`src/rtl/exc_seq_pkg.sv`:
```
package exc_seq_pkg;

  typedef enum logic [2:0] {
    ST_IDLE,
    ST_STACK,
    ST_HANDLER,
    ST_CHAIN,
    ST_UNSTACK
  } seqState_e;

  // strobes from control to datapath
  typedef struct packed {
    logic loadTarget;
    logic retarget;
    logic take;
    logic pushRet;
    logic popRet;
    logic incDepth;
    logic decDepth;
  } seqStrb_t;

  // decisions from datapath to control
  typedef struct packed {
    logic haveBest;
    logic preemptOk;
    logic chainOk;
    logic lastLevel;
  } seqFlag_t;

endpackage

```
`src/rtl/exc_seq_dp.sv`:
```
module exc_seq_dp
  import exc_seq_pkg::*;
#(
  parameter int NUM_EXC   = 8,
  parameter int PRIO_W    = 3,
  parameter int RET_DEPTH = 4,
  localparam int EXC_W    = $clog2(NUM_EXC),
  localparam int DEP_W    = $clog2(RET_DEPTH + 1)
) (
  input  logic                      clk,
  input  logic                      rstN,
  input  logic [NUM_EXC-1:0]        reqSet,
  input  logic [NUM_EXC*PRIO_W-1:0] reqPrio,
  input  seqStrb_t                  strb,
  output seqFlag_t                  flags,
  output logic [EXC_W-1:0]          activeExc,
  output logic [DEP_W-1:0]          depth
);

  localparam int RS_W = (RET_DEPTH > 1) ? $clog2(RET_DEPTH) : 1;

  logic [PRIO_W-1:0] prioArr [NUM_EXC];
  logic [NUM_EXC-1:0] pend;
  logic [NUM_EXC-1:0] clrMask;
  logic [EXC_W-1:0]  target;
  logic [EXC_W-1:0]  bestIdx;
  logic [PRIO_W-1:0] bestPrio;
  logic              haveBest;
  logic              lateBetter;
  logic [EXC_W-1:0]  retStk [RET_DEPTH];
  logic [RS_W-1:0]   topIdx;
  logic [RS_W-1:0]   underIdx;
  logic [PRIO_W-1:0] activePrio;
  logic [PRIO_W-1:0] targetPrio;
  logic [PRIO_W-1:0] retPrio;

  for (genvar g = 0; g < NUM_EXC; g++) begin : g_prio
    assign prioArr[g] = reqPrio[g*PRIO_W +: PRIO_W];
  end

  // arbiter: lowest value, ties to lowest number (strict compare)
  always_comb begin
    haveBest = 1'b0;
    bestIdx  = '0;
    bestPrio = '1;
    for (int i = 0; i < NUM_EXC; i++) begin
      if (pend[i] && (!haveBest || prioArr[i] < bestPrio)) begin
        haveBest = 1'b1;
        bestIdx  = EXC_W'(i);
        bestPrio = prioArr[i];
      end
    end
  end

  assign topIdx     = RS_W'(depth - DEP_W'(1));
  assign underIdx   = RS_W'(depth - DEP_W'(2));
  assign activePrio = prioArr[activeExc];
  assign targetPrio = prioArr[target];
  assign retPrio    = prioArr[retStk[underIdx]];
  assign lateBetter = haveBest && (bestPrio < targetPrio);

  assign flags.haveBest  = haveBest;
  assign flags.preemptOk = haveBest && (bestPrio < activePrio) && (depth < DEP_W'(RET_DEPTH));
  assign flags.chainOk   = haveBest && ((depth < DEP_W'(2)) || (bestPrio < retPrio));
  assign flags.lastLevel = (depth == DEP_W'(1));

  assign clrMask = strb.take ? (NUM_EXC'(1) << target) : '0;

  always_ff @(posedge clk or negedge rstN) begin
    if (!rstN) begin
      pend      <= '0;
      target    <= '0;
      activeExc <= '0;
      depth     <= '0;
    end else begin
      pend <= (pend & ~clrMask) | reqSet;
      if (strb.loadTarget || (strb.retarget && lateBetter)) target <= bestIdx;
      if (strb.take)        activeExc <= target;
      else if (strb.popRet) activeExc <= retStk[underIdx];
      if (strb.incDepth)      depth <= depth + DEP_W'(1);
      else if (strb.decDepth) depth <= depth - DEP_W'(1);
    end
  end

  always_ff @(posedge clk or negedge rstN) begin
    if (!rstN) begin
      for (int j = 0; j < RET_DEPTH; j++) retStk[j] <= '0;
    end else if (strb.pushRet) begin
      retStk[topIdx] <= activeExc;
    end
  end


  depth_bound_chk: assert property (@(posedge clk) disable iff (!rstN)
    depth <= DEP_W'(RET_DEPTH));


  take_clears_chk: assert property (@(posedge clk) disable iff (!rstN)
    (strb.take && !reqSet[target]) |=> !pend[$past(target)]);


  nest_better_chk: assert property (@(posedge clk) disable iff (!rstN)
    (strb.take && strb.incDepth && depth != '0) |-> (targetPrio < prioArr[retStk[topIdx]]));

endmodule

```
`src/rtl/exc_seq_ctrl.sv`:
```
module exc_seq_ctrl
  import exc_seq_pkg::*;
#(
  parameter int FRAME_WORDS = 8,
  localparam int WRD_W      = $clog2(FRAME_WORDS)
) (
  input  logic             clk,
  input  logic             rstN,
  input  logic             handlerDone,
  input  logic             stackDone,
  input  seqFlag_t         flags,
  output seqStrb_t         strb,
  output logic             pushReq,
  output logic             popReq,
  output logic [WRD_W-1:0] wordIdx,
  output logic             handlerStart,
  output logic             inHandler
);

  seqState_e        state, nextState;
  logic [WRD_W-1:0] wordCnt;
  logic             lastWord;
  logic             accept;
  logic             startNext;

  assign lastWord  = (wordCnt == WRD_W'(FRAME_WORDS - 1));
  assign pushReq   = (state == ST_STACK);
  assign popReq    = (state == ST_UNSTACK);
  assign inHandler = (state == ST_HANDLER);
  assign accept    = (pushReq || popReq) && stackDone;
  assign wordIdx   = popReq ? (WRD_W'(FRAME_WORDS - 1) - wordCnt) : wordCnt;

  always_comb begin
    strb      = '0;
    nextState = state;
    startNext = 1'b0;
    case (state)
      ST_IDLE: begin
        if (flags.haveBest) begin
          strb.loadTarget = 1'b1;
          nextState       = ST_STACK;
        end
      end
      ST_STACK: begin
        strb.retarget = !(stackDone && lastWord);
        if (stackDone && lastWord) begin
          strb.take     = 1'b1;
          strb.incDepth = 1'b1;
          startNext     = 1'b1;
          nextState     = ST_HANDLER;
        end
      end
      ST_HANDLER: begin
        if (handlerDone) begin
          if (flags.chainOk) begin
            strb.loadTarget = 1'b1;
            nextState       = ST_CHAIN;
          end else begin
            nextState = ST_UNSTACK;
          end
        end else if (flags.preemptOk) begin
          strb.pushRet    = 1'b1;
          strb.loadTarget = 1'b1;
          nextState       = ST_STACK;
        end
      end
      ST_CHAIN: begin
        strb.take = 1'b1;
        startNext = 1'b1;
        nextState = ST_HANDLER;
      end
      ST_UNSTACK: begin
        if (stackDone && lastWord) begin
          strb.decDepth = 1'b1;
          if (flags.lastLevel) begin
            nextState = ST_IDLE;
          end else begin
            strb.popRet = 1'b1;
            nextState   = ST_HANDLER;
          end
        end
      end
      default: nextState = ST_IDLE;
    endcase
  end

  always_ff @(posedge clk or negedge rstN) begin
    if (!rstN) begin
      state        <= ST_IDLE;
      wordCnt      <= '0;
      handlerStart <= 1'b0;
    end else begin
      state        <= nextState;
      handlerStart <= startNext;
      if (state != nextState) wordCnt <= '0;
      else if (accept)        wordCnt <= wordCnt + WRD_W'(1);
    end
  end


  stall_hold_chk: assert property (@(posedge clk) disable iff (!rstN)
    (pushReq && !stackDone) |=> (pushReq && $stable(wordIdx)));


  start_pulse_chk: assert property (@(posedge clk) disable iff (!rstN)
    handlerStart |=> !handlerStart);


  chain_no_pop_chk: assert property (@(posedge clk) disable iff (!rstN)
    (inHandler && handlerDone && flags.chainOk) |=> !popReq ##1 handlerStart);


  unstack_exit_chk: assert property (@(posedge clk) disable iff (!rstN)
    (popReq && stackDone && wordIdx == '0 && flags.lastLevel) |=> (state == ST_IDLE));

endmodule

```
`src/rtl/exc_seq.sv`:
```
module exc_seq
  import exc_seq_pkg::*;
#(
  parameter int NUM_EXC     = 8,
  parameter int PRIO_W      = 3,
  parameter int RET_DEPTH   = 4,
  parameter int FRAME_WORDS = 8,
  localparam int EXC_W      = $clog2(NUM_EXC),
  localparam int DEP_W      = $clog2(RET_DEPTH + 1),
  localparam int WRD_W      = $clog2(FRAME_WORDS)
) (
  input  logic                      clk,
  input  logic                      rstN,
  input  logic [NUM_EXC-1:0]        reqSet,
  input  logic [NUM_EXC*PRIO_W-1:0] reqPrio,
  input  logic                      handlerDone,
  input  logic                      stackDone,
  output logic                      pushReq,
  output logic                      popReq,
  output logic [WRD_W-1:0]          wordIdx,
  output logic [EXC_W-1:0]          activeExc,
  output logic                      activeValid,
  output logic                      handlerStart,
  output logic [DEP_W-1:0]          depth
);

  seqStrb_t strb;
  seqFlag_t flags;

  exc_seq_ctrl #(
    .FRAME_WORDS(FRAME_WORDS)
  ) u_ctrl (
    .clk         (clk),
    .rstN        (rstN),
    .handlerDone (handlerDone),
    .stackDone   (stackDone),
    .flags       (flags),
    .strb        (strb),
    .pushReq     (pushReq),
    .popReq      (popReq),
    .wordIdx     (wordIdx),
    .handlerStart(handlerStart),
    .inHandler   (activeValid)
  );

  exc_seq_dp #(
    .NUM_EXC  (NUM_EXC),
    .PRIO_W   (PRIO_W),
    .RET_DEPTH(RET_DEPTH)
  ) u_dp (
    .clk      (clk),
    .rstN     (rstN),
    .reqSet   (reqSet),
    .reqPrio  (reqPrio),
    .strb     (strb),
    .flags    (flags),
    .activeExc(activeExc),
    .depth    (depth)
  );

endmodule

```
`config.mk`:
```
export PLATFORM = sky130hd
export DESIGN_NAME = exc_seq
export DESIGN_NICKNAME = d
export VERILOG_FILES = /design/src/rtl/exc_seq_pkg.sv /design/src/rtl/exc_seq_dp.sv /design/src/rtl/exc_seq_ctrl.sv /design/src/rtl/exc_seq.sv
export SDC_FILE = /design/constraint.sdc
export NUM_CORES = 1
export LEC_CHECK = 0
export BUFFER_PORTS_ARGS = -buffer_cell sky130_fd_sc_hd__buf_2
export CAP_MARGIN = 30
export CORE_MARGIN = 2
export CORE_UTILIZATION = 43
export DETAILED_ROUTE_END_ITERATION = 10
export SLEW_MARGIN = 20
export SYNTH_ARGS = -nofsm -noshare
export SYNTH_HDL_FRONTEND = slang
export SYNTH_SLANG_ARGS = --single-unit
```
`constraint.sdc`:
```
create_clock -name clk -period 11.3 [get_ports clk]
set_input_delay 1.13 -clock clk [delete_from_list [all_inputs] [get_ports clk]]
set_output_delay 1.13 -clock clk [all_outputs]
set_load 0.01 [all_outputs]
```
**After elaboration in Yosys (flattened, before gate mapping)**

Cells that the tools add are included.

- Word-level logic and storage cells: 156
- Input bits: 36
- Output and inout bits: 13
- Register bits: 36

- Reductions and logical operators: 37
- $add $sub $neg: 5
- Equal/unequal tests: 7
- Bitwise logic cells: 8
- Multiplexer cells: 69
- Magnitude comparators: 18
- Shifts and indexed selects: 1

Operators by type and width:

| kind | number |
|---|---|
| $mux 3 | 36 |
| $lt 3x3->1 | 10 |
| $bmux 3 s3 | 3 |
| $mux 1 | 22 |
| $logic_and 1x1->1 | 15 |
| $pmux 3 s5 | 1 |
| $bwmux 12 | 1 |
| $ge 4x4->1 const B | 3 |
| $not 3->4 | 3 |
| $logic_or 1x1->1 | 10 |
| $and 8x8->8 | 1 |
| $logic_not 1->1 | 8 |
| $mux 8 | 1 |
| $not 8->8 | 1 |
| $or 8x8->8 | 1 |
| $shl 1x3->8 const A | 1 |
| $add 3x1->3 const B | 2 |
| $bmux 3 s2 | 1 |
| $demux 3 s2 | 1 |
| $eq 3x1->1 const B | 2 |
| $eq 3x2->1 const B | 2 |
| $eq 3x3->1 const B | 2 |
| $ge 3x3->1 const B | 2 |
| $not 2->3 | 2 |
| 11 further kinds | 14 |

**Logic depth before layout (Yosys ltp)**

Gate-level depths: netlist of the first run.

- Depth in word-level cells: 37
- Depth in mapped cells: 50

**Modules after synthesis**

From an unflattened synthesis of the first run, not the netlist that was laid out.

- Cells, all modules: 405
- Area total of the unflattened synthesis: 3860.0 sq um

By module, submodules not included:

| module | cells an instance | area each (sq um) | times used |
|---|---|---|---|
| exc_seq_dp | 343 | 3306.9 | 1 |
| exc_seq_ctrl | 62 | 553.0 | 1 |

**Least setup slack after synthesis of the first run**

No wires, ideal clock.

- Kind: input to register
- From: in reqPrio[2]
- To: reg u_dp.target[0]
- Path buffers: 1
- Stages on the path: 46
- Setup time: 0.125 ns
- Setup slack: 1.538 ns
- Arrival time: 9.637 ns
- Data required time: 11.175 ns
- Cell sequence: inv_1 a2bb2oi_1 inv_1 ha_1 o22ai_1 and2_0 clkbuf_1 nor3_1 a21oi_1 ha_1 nand3_1 a311oi_1 o31ai_1 or2b_1 ha_1 nand2_1 a31oi_1 o31ai_2 [... 10 more ...] ha_1 o21a_1 nor2_1 o21ai_0 a21bo_2 mux2_4 ha_1 o21ai_0 nand2_1 nand2_1 or2_2 o21ai_0 ha_1 a311oi_2 nand2b_1 a32o_1 o31a_4 mux2_4

- Word-level cells in the longest chain between the ends: 36
- Elaborated cells between the ends (all ways): 73
- Classes of those cells: order compare (10); mux (36); reduce/logical (27)

Ends and longest elaborated chain:

| element | RTL line | source |
|---|---|---|
| start: declaration | exc_seq.sv:15 | `input logic [NUM_EXC*PRIO_W-1:0] reqPrio,` |
| $mux 3 | exc_seq_dp.sv:47 | `if (pend[i] && (!haveBest \|\| prioArr[i] < bestPrio)) begin` |
| $lt 3x3->1 | exc_seq_dp.sv:47 |  |
| $logic_or 1x1->1 | exc_seq_dp.sv:47 |  |
| $logic_and 1x1->1 | exc_seq_dp.sv:47 |  |
| $mux 3 or $mux 1 (tied branches) | exc_seq_dp.sv:47 |  |
| $lt 3x3->1 or $logic_not 1->1 (tied branches) | exc_seq_dp.sv:47 |  |
| $logic_or 1x1->1 | exc_seq_dp.sv:47 |  |
| $logic_and 1x1->1 | exc_seq_dp.sv:47 |  |
| [... 20 more ...] | -- |  |
| $mux 3 | exc_seq_dp.sv:47 |  |
| $lt 3x3->1 (on tied branches) | exc_seq_dp.sv:63, exc_seq_dp.sv:64 |  |
| $logic_and 1x1->1 or $logic_or 1x1->1 (tied branches) | exc_seq_dp.sv:63, exc_seq_dp.sv:64 |  |
| $logic_and 1x1->1 (on tied branches) | exc_seq_dp.sv:63, exc_seq_dp.sv:64 |  |
| $mux 1 (on tied branches) | exc_seq_ctrl.sv:61, exc_seq_ctrl.sv:55 |  |
| $mux 1 | exc_seq_ctrl.sv:54 | `if (handlerDone) begin` |
| $pmux 1 s2 | exc_seq_ctrl.sv:37 | `case (state)` |
| $logic_or 1x1->1 | exc_seq_dp.sv:77 | `if (strb.loadTarget \|\| (strb.retarget && lateBetter)) target <= bestIdx;` |
| end signal: assignment | exc_seq_dp.sv:77 |  |
| end: declaration | exc_seq_dp.sv:25 | `logic [EXC_W-1:0] target;` |

Several ways; a longest one is shown, not always the timed one. The select of a mux whose other input is x is not followed.
A chain may end at the register's enable or synchronous reset.

**Worst setup path after layout of the first run**

- From: in reqPrio[2]
- To: reg u_dp.retStk[5] in the netlist's numbering

- Word-level cells in the longest chain between the ends: 35
- Elaborated cells between the ends (all ways): 51
- Classes of those cells: order compare (8); mux (21); reduce/logical (22)

Ends and longest elaborated chain:

| element | RTL line | source |
|---|---|---|
| $mux 3 | exc_seq_dp.sv:47 |  |
| $lt 3x3->1 | exc_seq_dp.sv:47 |  |
| $logic_or 1x1->1 | exc_seq_dp.sv:47 |  |
| $logic_and 1x1->1 | exc_seq_dp.sv:47 |  |
| $mux 3 or $mux 1 (tied branches) | exc_seq_dp.sv:47 |  |
| $lt 3x3->1 or $logic_not 1->1 (tied branches) | exc_seq_dp.sv:47 |  |
| $logic_or 1x1->1 | exc_seq_dp.sv:47 |  |
| $logic_and 1x1->1 | exc_seq_dp.sv:47 |  |
| [... 18 more ...] | -- |  |
| $logic_or 1x1->1 | exc_seq_dp.sv:47 |  |
| $logic_and 1x1->1 | exc_seq_dp.sv:47 |  |
| $mux 3 | exc_seq_dp.sv:47 |  |
| $lt 3x3->1 | exc_seq_dp.sv:63 | `assign flags.preemptOk = haveBest && (bestPrio < activePrio) && (depth < DEP_W'(RET_DEPTH));` |
| $logic_and 1x1->1 (*) (2 in a row) | exc_seq_dp.sv:63 |  |
| $mux 1 (*) | exc_seq_ctrl.sv:61 | `end else if (flags.preemptOk) begin` |
| $mux 1 (*) | exc_seq_ctrl.sv:54 |  |
| $mux 1 (*) | exc_seq_ctrl.sv:37 |  |
| end signal: indexed assignment | exc_seq_dp.sv:89 | `retStk[topIdx] <= activeExc;` |
| end: declaration | exc_seq_dp.sv:30 | `logic [EXC_W-1:0] retStk [RET_DEPTH];` |

Mark *: on every way between the ends. The rest lies on a longest branch, timed or not. The select of a mux whose other input is x is not followed.

==> impl_metrics.json, run 1 <==
{
  "ant_nets": 0,
  "synth_area_leader_cell": "dfrtp_1",
  "grt_pass1_wl_um": 16700,
  "cp-start-kind": "primary input",
  "htree_levels": 2,
  "drive_gt1_frac": 0.289,
  "routedWlPerCell_um": 18.9,
  "finalCriticalPeriod_ps": 10500,
  "rsz0062_at_grt": "no",
  "powerDensity_mw_per_mm2": 183,
  "cts_buffer_depth": 2,
  "fmax_mhz": 95.3,
  "hold_viol": 0,
  "setup_violations": 0,
  "ctsRootBufferMaster": "clkbuf_8",
  "yosysUniqueCellTypes": 84,
  "endpoint_kind": "flip-flop",
  "whs_ps": 516,
  "maxSlewViolCount": 0,
  "core_area_sq_mm": 0.00876,
  "path_class": "in -> reg",
  "synth_edf_count": 0,
  "initial_core_util": 0.445,
  "grt_pass1_vias": 3320,
  "hold_class": "reg -> reg",
  "async_flop_share": 1.00,
  "crit_fanout": 9,
  "slew_headroom": 0.444,
  "hold_depth": 1,
  "routed_wl_um": 10200,
  "fin_crit_sh": 0.929,
  "nets": 489,
  "cp.required_ps": 11480,
  "cts.sinks": 36,
  "worst_path_most_repeated_cell": "ha_1",
  "dieArea_sq_mm": 0.00984,
  "route.detailed.drc": 0,
  "num_rows": 34,
  "hpwl_um": 8010,
  "ys.flop_type": "dfrtp_1",
  "cp.arrival_ps": 10680,
  "ys_warn_count": 0,
  "grt_max_degree": 37,
  "clk_latency_ps": 290,
  "p_leak_nw": 1.84,
  "ys_top_cells_by_area": "dfrtp_1, mux4_2, ha_1",
  "post_cts_buffers": 0,
  "syn_area_sq_mm": 0.00390,
  "ff2ff_setup_slack_ps": 1100,
  "drtPass1Iterations": 4,
  "grt_overflow_total": 0,
  "tns_ps": 0,
  "r2r_cells": 46,
  "cts_hold_buf": 0,
  "clk_pin_slew_ps": 80,
  "vias": 3400,
  "antennaDiodeCount": 0,
  "yosysSeqAreaShare": 0.231,
  "synth_top_area_frac": 0.231,
  "cts_made_buffers": 5,
  "area_growth_pct": 10.5,
  "drt_iter0_markers": 188,
  "io_buffers": 48,
  "grt.total_usage": 0.212,
  "skew_ps": 8.32,
  "tightest_slew_ps": 834,
  "cts_tree": "yes",
  "synth_area_per_cell_sq_um": 9.84,
  "die-height_um": 99.2,
  "cts_resized": 0,
  "viasPerCell": 6.28,
  "synth_fp_nets": 453,
  "slowest_delay_ps": 420,
  "ys_ff_latch": 36,
  "status": "completed",
  "antenna_found_initial": 0,
  "io-pin-count": 49,
  "slowest_stage": "and4b_2",
  "ir_drop_mv": 0.0795,
  "netlist_instances": 396,
  "maxCapViolations": 0,
  "die_x_um": 99.2,
  "place_congestion": 0.896
}
-- state kept, by name, indices dropped and copies added, names as in the netlist --
register / count
u_dp.pend: 8
u_dp.activeExc: 3
u_dp.depth: 3
u_ctrl.wordCnt: 3
u_dp.target: 3
u_ctrl.handlerStart: 1
u_dp.retStk: 12
u_ctrl.state: 3
-- metal layers --
layer | share of wire | track usage | vias up | wire (um)
li1 | - | - | 1600 | -
met2 | 0.48 | 0.349 | 112 | 4850
met4 | 0.016 | 0.0537 | 0 | 161
met3 | 0.052 | 0.0225 | 16 | 529
met1 | 0.46 | 0.301 | 1672 | 4660
met5 | 0 | 0 | - | 0
-- kinds of logic (layout without fill, tap and decap cells) --
group	count (synthesis)	after routing	synth area share
simple gates	131	131	0.190
compound gates	114	114	0.232
mux	51	51	0.225
flops	36	36	0.231
buf+inv	36	73	0.0379
fa+ha+maj	22	22	0.0703
xor+xnor	6	6	0.0135
-- layout make-up --
cell class | count | area, sq um
fill | 825 | 4460
sequential | 36 | 901
inverter | 16 | 60.1
tap | 108 | 135
clock inverter | 3 | 42.5
clock buffer | 5 | 68.8
timing repair buffer | 49 | 245
multi-input combinational | 324 | 2860
-- path summary, 6_finish.rpt --
path | start | endpoint
max in group asynchronous | rstN | u_dp.retStk[1]
min in group asynchronous | rstN | u_dp.retStk[4]
worst min register to register | u_dp.retStk[9] | u_dp.retStk[9]
worst max-delay path | reqPrio[2] | u_dp.retStk[5]
worst min-delay path | u_dp.retStk[9] | u_dp.retStk[9]
worst max register to register | u_dp.pend[1] | u_dp.retStk[5]
-- layout by cell type (no fill, tap or decap), drive strengths merged, types with 3 or more instances in the layout --
| cell type | instances |
|---|---|
| a211oi | 3 |
| a21o | 12 |
| a21oi | 19 |
| a221o | 3 |
| a22oi | 6 |
| a2bb2oi | 3 |
| a311oi | 5 |
| a31oi | 4 |
| and2 | 8 |
| and3b | 3 |
| buf | 49 |
| clkbuf | 5 |
| dfrtp | 36 |
| ha | 21 |
| inv | 16 |
| mux2 | 18 |
| mux2i | 12 |
| mux4 | 21 |
| nand2 | 34 |
| nand2b | 5 |
| nand3 | 8 |
| nand3b | 5 |
| nand4b | 3 |
| nor2 | 27 |
| nor2b | 11 |
| nor3 | 7 |
| nor3b | 4 |
| nor4 | 4 |
| o211ai | 4 |
| o21a | 6 |
| o21ai | 23 |
| o31ai | 6 |
| or4 | 3 |
| xor2 | 4 |
-- critical path: cells and delay by family --
family                   cells  cell delay [ps]
buffers and inverters        4              330
AND/OR/NAND/NOR             19             3610
multiplexers                 2              630
adder cells (fa/ha/maj)      7             1810
AO/OA/AOI/OAI               15             3140
-- Yosys cell counts (10+ instances only) --
cell       n
dfrtp_1   36
nand2_1   34
nor2_1    26
ha_1      21
o21ai_0   18
mux2_4    16
a21oi_1   15
clkbuf_1  15
inv_1     15
mux4_2    15
a21o_1    12
mux2i_1   12
nor2b_1   10
-- through the flow --
| stage | cells | instance area [sq um] | power [mW] | utilization | setup WS, ps |
|---|---|---|---|---|---|
| 2_1_floorplan | 396 | 3900 | 0.563 | - | 1540 |
| 3_3_place_gp | 532 | 4190 | 0.663 | 0.478 | 626 |
| 3_5_place_dp | 533 | 4190 | 0.670 | 0.478 | 386 |
| 4_1_cts | 541 | 4300 | 0.790 | 0.491 | 657 |
| 5_1_grt | 541 | 4310 | 0.854 | 0.492 | 21.3 |
| 6_report | 541 | 4310 | 0.789 | 0.492 | 803 |
-- where the power goes --
part	leakage, nW	switching [mW]	total [mW]	internal [mW]
Combinational	1.36	0.237	0.464	0.227
Sequential	0.426	0.0568	0.206	0.149
Clock	0.0541	0.0539	0.119	0.0654
No activity file was read; power rests on OpenSTA's default activity.
==> run 2, diff against run 1 <==
--- a/config.mk
+++ b/config.mk
@@ -5,6 +5,7 @@
 export SDC_FILE = /design/constraint.sdc
 export NUM_CORES = 1
 export LEC_CHECK = 0
+export ABC_AREA = 1
 export BUFFER_PORTS_ARGS = -buffer_cell sky130_fd_sc_hd__buf_2
 export CAP_MARGIN = 30
 export CORE_MARGIN = 2
==> run 2 against run 1 <==
Combinational power grew 28%. Critical path type unchanged. Largest power group unchanged. Highest routed layer unchanged. Die area shrank 10%. Clock skew grew 4.0 ps. Power grew 14%. Design area shrank 9.4%. Flip-flop and latch count is the same. Hold slack lost 14 ps. Core utilization grew 1.1 points.
==> impl_metrics.json, run 2 <==
{
  "status": "completed",
  "post-route-util": 0.503,
  "fill_cells": 831,
  "routed_wl_um": 9880,
  "largest_reg_flops": 12,
  "cts_hold_buf": 0,
  "clk_pin_slew_ps": 80,
  "hold_end": "u_dp.retStk[7]",
  "ff2ff_setup_slack_ps": 3470,
  "cts_made_buffers": 5,
  "drive_gt1_frac": 0.151,
  "cts_buffer_depth": 2,
  "cp.arrival_ps": 8660,
  "async_flop_share": 1.00,
  "hold_class": "reg -> reg",
  "yosysSeqAreaShare": 0.259,
  "clk_latency_ps": 300,
  "initial_core_util": 0.448,
  "timing.rr.start": "u_dp.pend[0]",
  "routedWlPerCell_um": 14.3,
  "synth_area_leader_cell": "dfrtp_1",
  "route.detailed.drc": 0,
  "synth_fp_nets": 599,
  "final_common_cell": "nand2_1",
  "setup_violations": 0,
  "synth_area_per_cell_sq_um": 6.42,
  "cts_resized": 0,
  "maxSlewViolCount": 0,
  "htree_levels": 2,
  "finalCriticalPeriod_ps": 8450,
  "slowest_delay_ps": 310,
  "tns_ps": 0,
  "final_cell_mix": "nand2_1, inv_1, buf_2, nor2_1, o21ai_0",
  "grt_pass1_vias": 3505,
  "synth_edf_count": 0,
  "cts_tree": "yes",
  "num_rows": 32,
  "fmax_mhz": 118,
  "drt_iter0_markers": 315,
  "die-height_um": 93.9,
  "r2r_cells": 61,
  "multi_input_area_sq_mm": 0.00219,
  "regMostFlops": "u_dp.retStk",
  "skew_ps": 12.3,
  "cts.sinks": 36,
  "nets": 647,
  "grt_overflow_total": 0,
  "grt_max_degree": 37,
  "core_area_sq_mm": 0.00777,
  "cp.required_ps": 11520,
  "fin_crit_sh": 0.747,
  "netlist_instances": 542,
  "antenna_found_initial": 0,
  "maxCapViolations": 0,
  "ys_top_cells_by_area": "dfrtp_1, nand2_1, inv_1",
  "hold_depth": 2,
  "yosysMostFrequentCell": "nand2_1",
  "slew_headroom": 0.455,
  "area_growth_pct": 12.2,
  "grt.total_usage": 0.236,
  "post_cts_buffers": 0,
  "die_x_um": 93.9,
  "viasPerCell": 5.29,
  "seq_area_sq_um": 901,
  "path_class": "in -> reg",
  "top_regs": "u_dp.retStk: 12 flops, u_dp.pend: 8 flops",
  "hold_start": "u_dp.retStk[7]",
  "p_leak_nw": 2.15,
  "slowest_stage": "ha_1",
  "vias": 3663,
  "ctsRootBufferMaster": "clkbuf_8",
  "grt_pass1_wl_um": 16500,
  "ant_nets": 0,
  "tightest_slew_ps": 817,
  "io_buffers": 48,
  "synth_commonest_cells": "nand2_1, inv_1, nor2_1, o21ai_0, dfrtp_1",
  "ys.flop_type": "dfrtp_1",
  "crit_fanout": 12,
  "antennaDiodeCount": 0,
  "ir_drop_mv": 0.0937,
  "r2r_end": "u_dp.retStk[4]",
  "place_congestion": 0.953,
  "hpwl_um": 7650,
  "worst_path_most_repeated_cell": "nand2_1",
  "ys_warn_count": 0,
  "dieArea_sq_mm": 0.00882,
  "powerDensity_mw_per_mm2": 230,
  "hold_viol": 0,
  "syn_area_sq_mm": 0.00348,
  "rsz0062_at_grt": "no",
  "io-pin-count": 49,
  "yosysUniqueCellTypes": 39,
  "drtPass1Iterations": 5,
  "ys_ff_latch": 36,
  "cp-start-kind": "primary input",
  "synth_top_area_frac": 0.259,
  "endpoint_kind": "flip-flop"
}
## run 2: cell count changes after synthesis, moves of 9 or more
cell	previous run	this run
mux4_2	15	0
nor2b_1	10	0
clkbuf_1	15	4
a21oi_1	15	34
nand2_1	34	146
mux2i_1	12	3
nand2_2	0	13
nor2_1	26	40
mux2_4	16	0
inv_1	15	87
a21o_1	12	0
o21ai_0	18	40
nand3_1	8	35
## run 2: metrics by stage
stage | hold WS [ps] | setup WS (ps) | instance area (sq um) | power [mW] | std cells
final | 502 | 2850 | 3900 | 0.899 | 693
after global routing | 529 | 1820 | 3900 | 1.00 | 693
after CTS | 501 | 2820 | 3900 | 0.898 | 693
after detailed placement | 479 | 2560 | 3810 | 0.792 | 685
after global placement | 465 | 2690 | 3810 | 0.783 | 685
after floorplan | 448 | 3560 | 3480 | 0.641 | 542
## run 2: worst max-delay path by stage
stage                    start           endpoint  depth (start not counted)
finish              reqPrio[5]     u_dp.retStk[4]                         64
CTS                 reqPrio[5]     u_dp.retStk[4]                         64
detailed placement  reqPrio[5]     u_dp.retStk[3]                         64
global placement    reqPrio[5]     u_dp.retStk[4]                         60
floorplan           reqPrio[5]  u_ctrl.wordCnt[0]                         60
global route        reqPrio[5]  u_ctrl.wordCnt[1]                         62
## run 2: logic make-up after synthesis
group	Yosys count	share of synthesized area
flip-flops	36	0.259
AND/OR/NAND/NOR	257	0.332
XOR/XNOR	7	0.0176
AO/OA/AOI/OAI	117	0.196
buffers and inverters	101	0.112
multiplexers	3	0.00863
adder cells (fa/ha/maj)	21	0.0755
## run 2: layout make-up
class,instances,share of cell area
Multi-Input combinational cell,405,0.561
Sequential cell,36,0.231
Inverter,94,0.0904
Timing Repair Buffer,48,0.0615
Tap cell,102,0.0327
Clock buffer,7,0.0221
Clock inverter,1,0.00192
## run 2: where the power goes
group          internal, mW  leakage (nW)  switching (mW)
Clock                0.0497        0.0445          0.0530
Sequential            0.153         0.410          0.0509
Combinational         0.207          1.70           0.385
## run 2: worst max-delay path: cells and delay by family
kind / cells / cell delay, ps
fa+ha+maj: 7 / 2010
buf+inv: 9 / 560
simple gates: 39 / 3010
compound gates: 9 / 1920
## run 2: metal layers
metal  share of wire  global-route usage  routed length (um)  up-vias
met5               0                   0                   0        -
met4           0.014              0.0580                 142        0
met3           0.045              0.0289                 449       13
met2            0.48               0.418                4770      105
met1            0.46               0.304                4510     1692
li1                -                   -                   -     1853
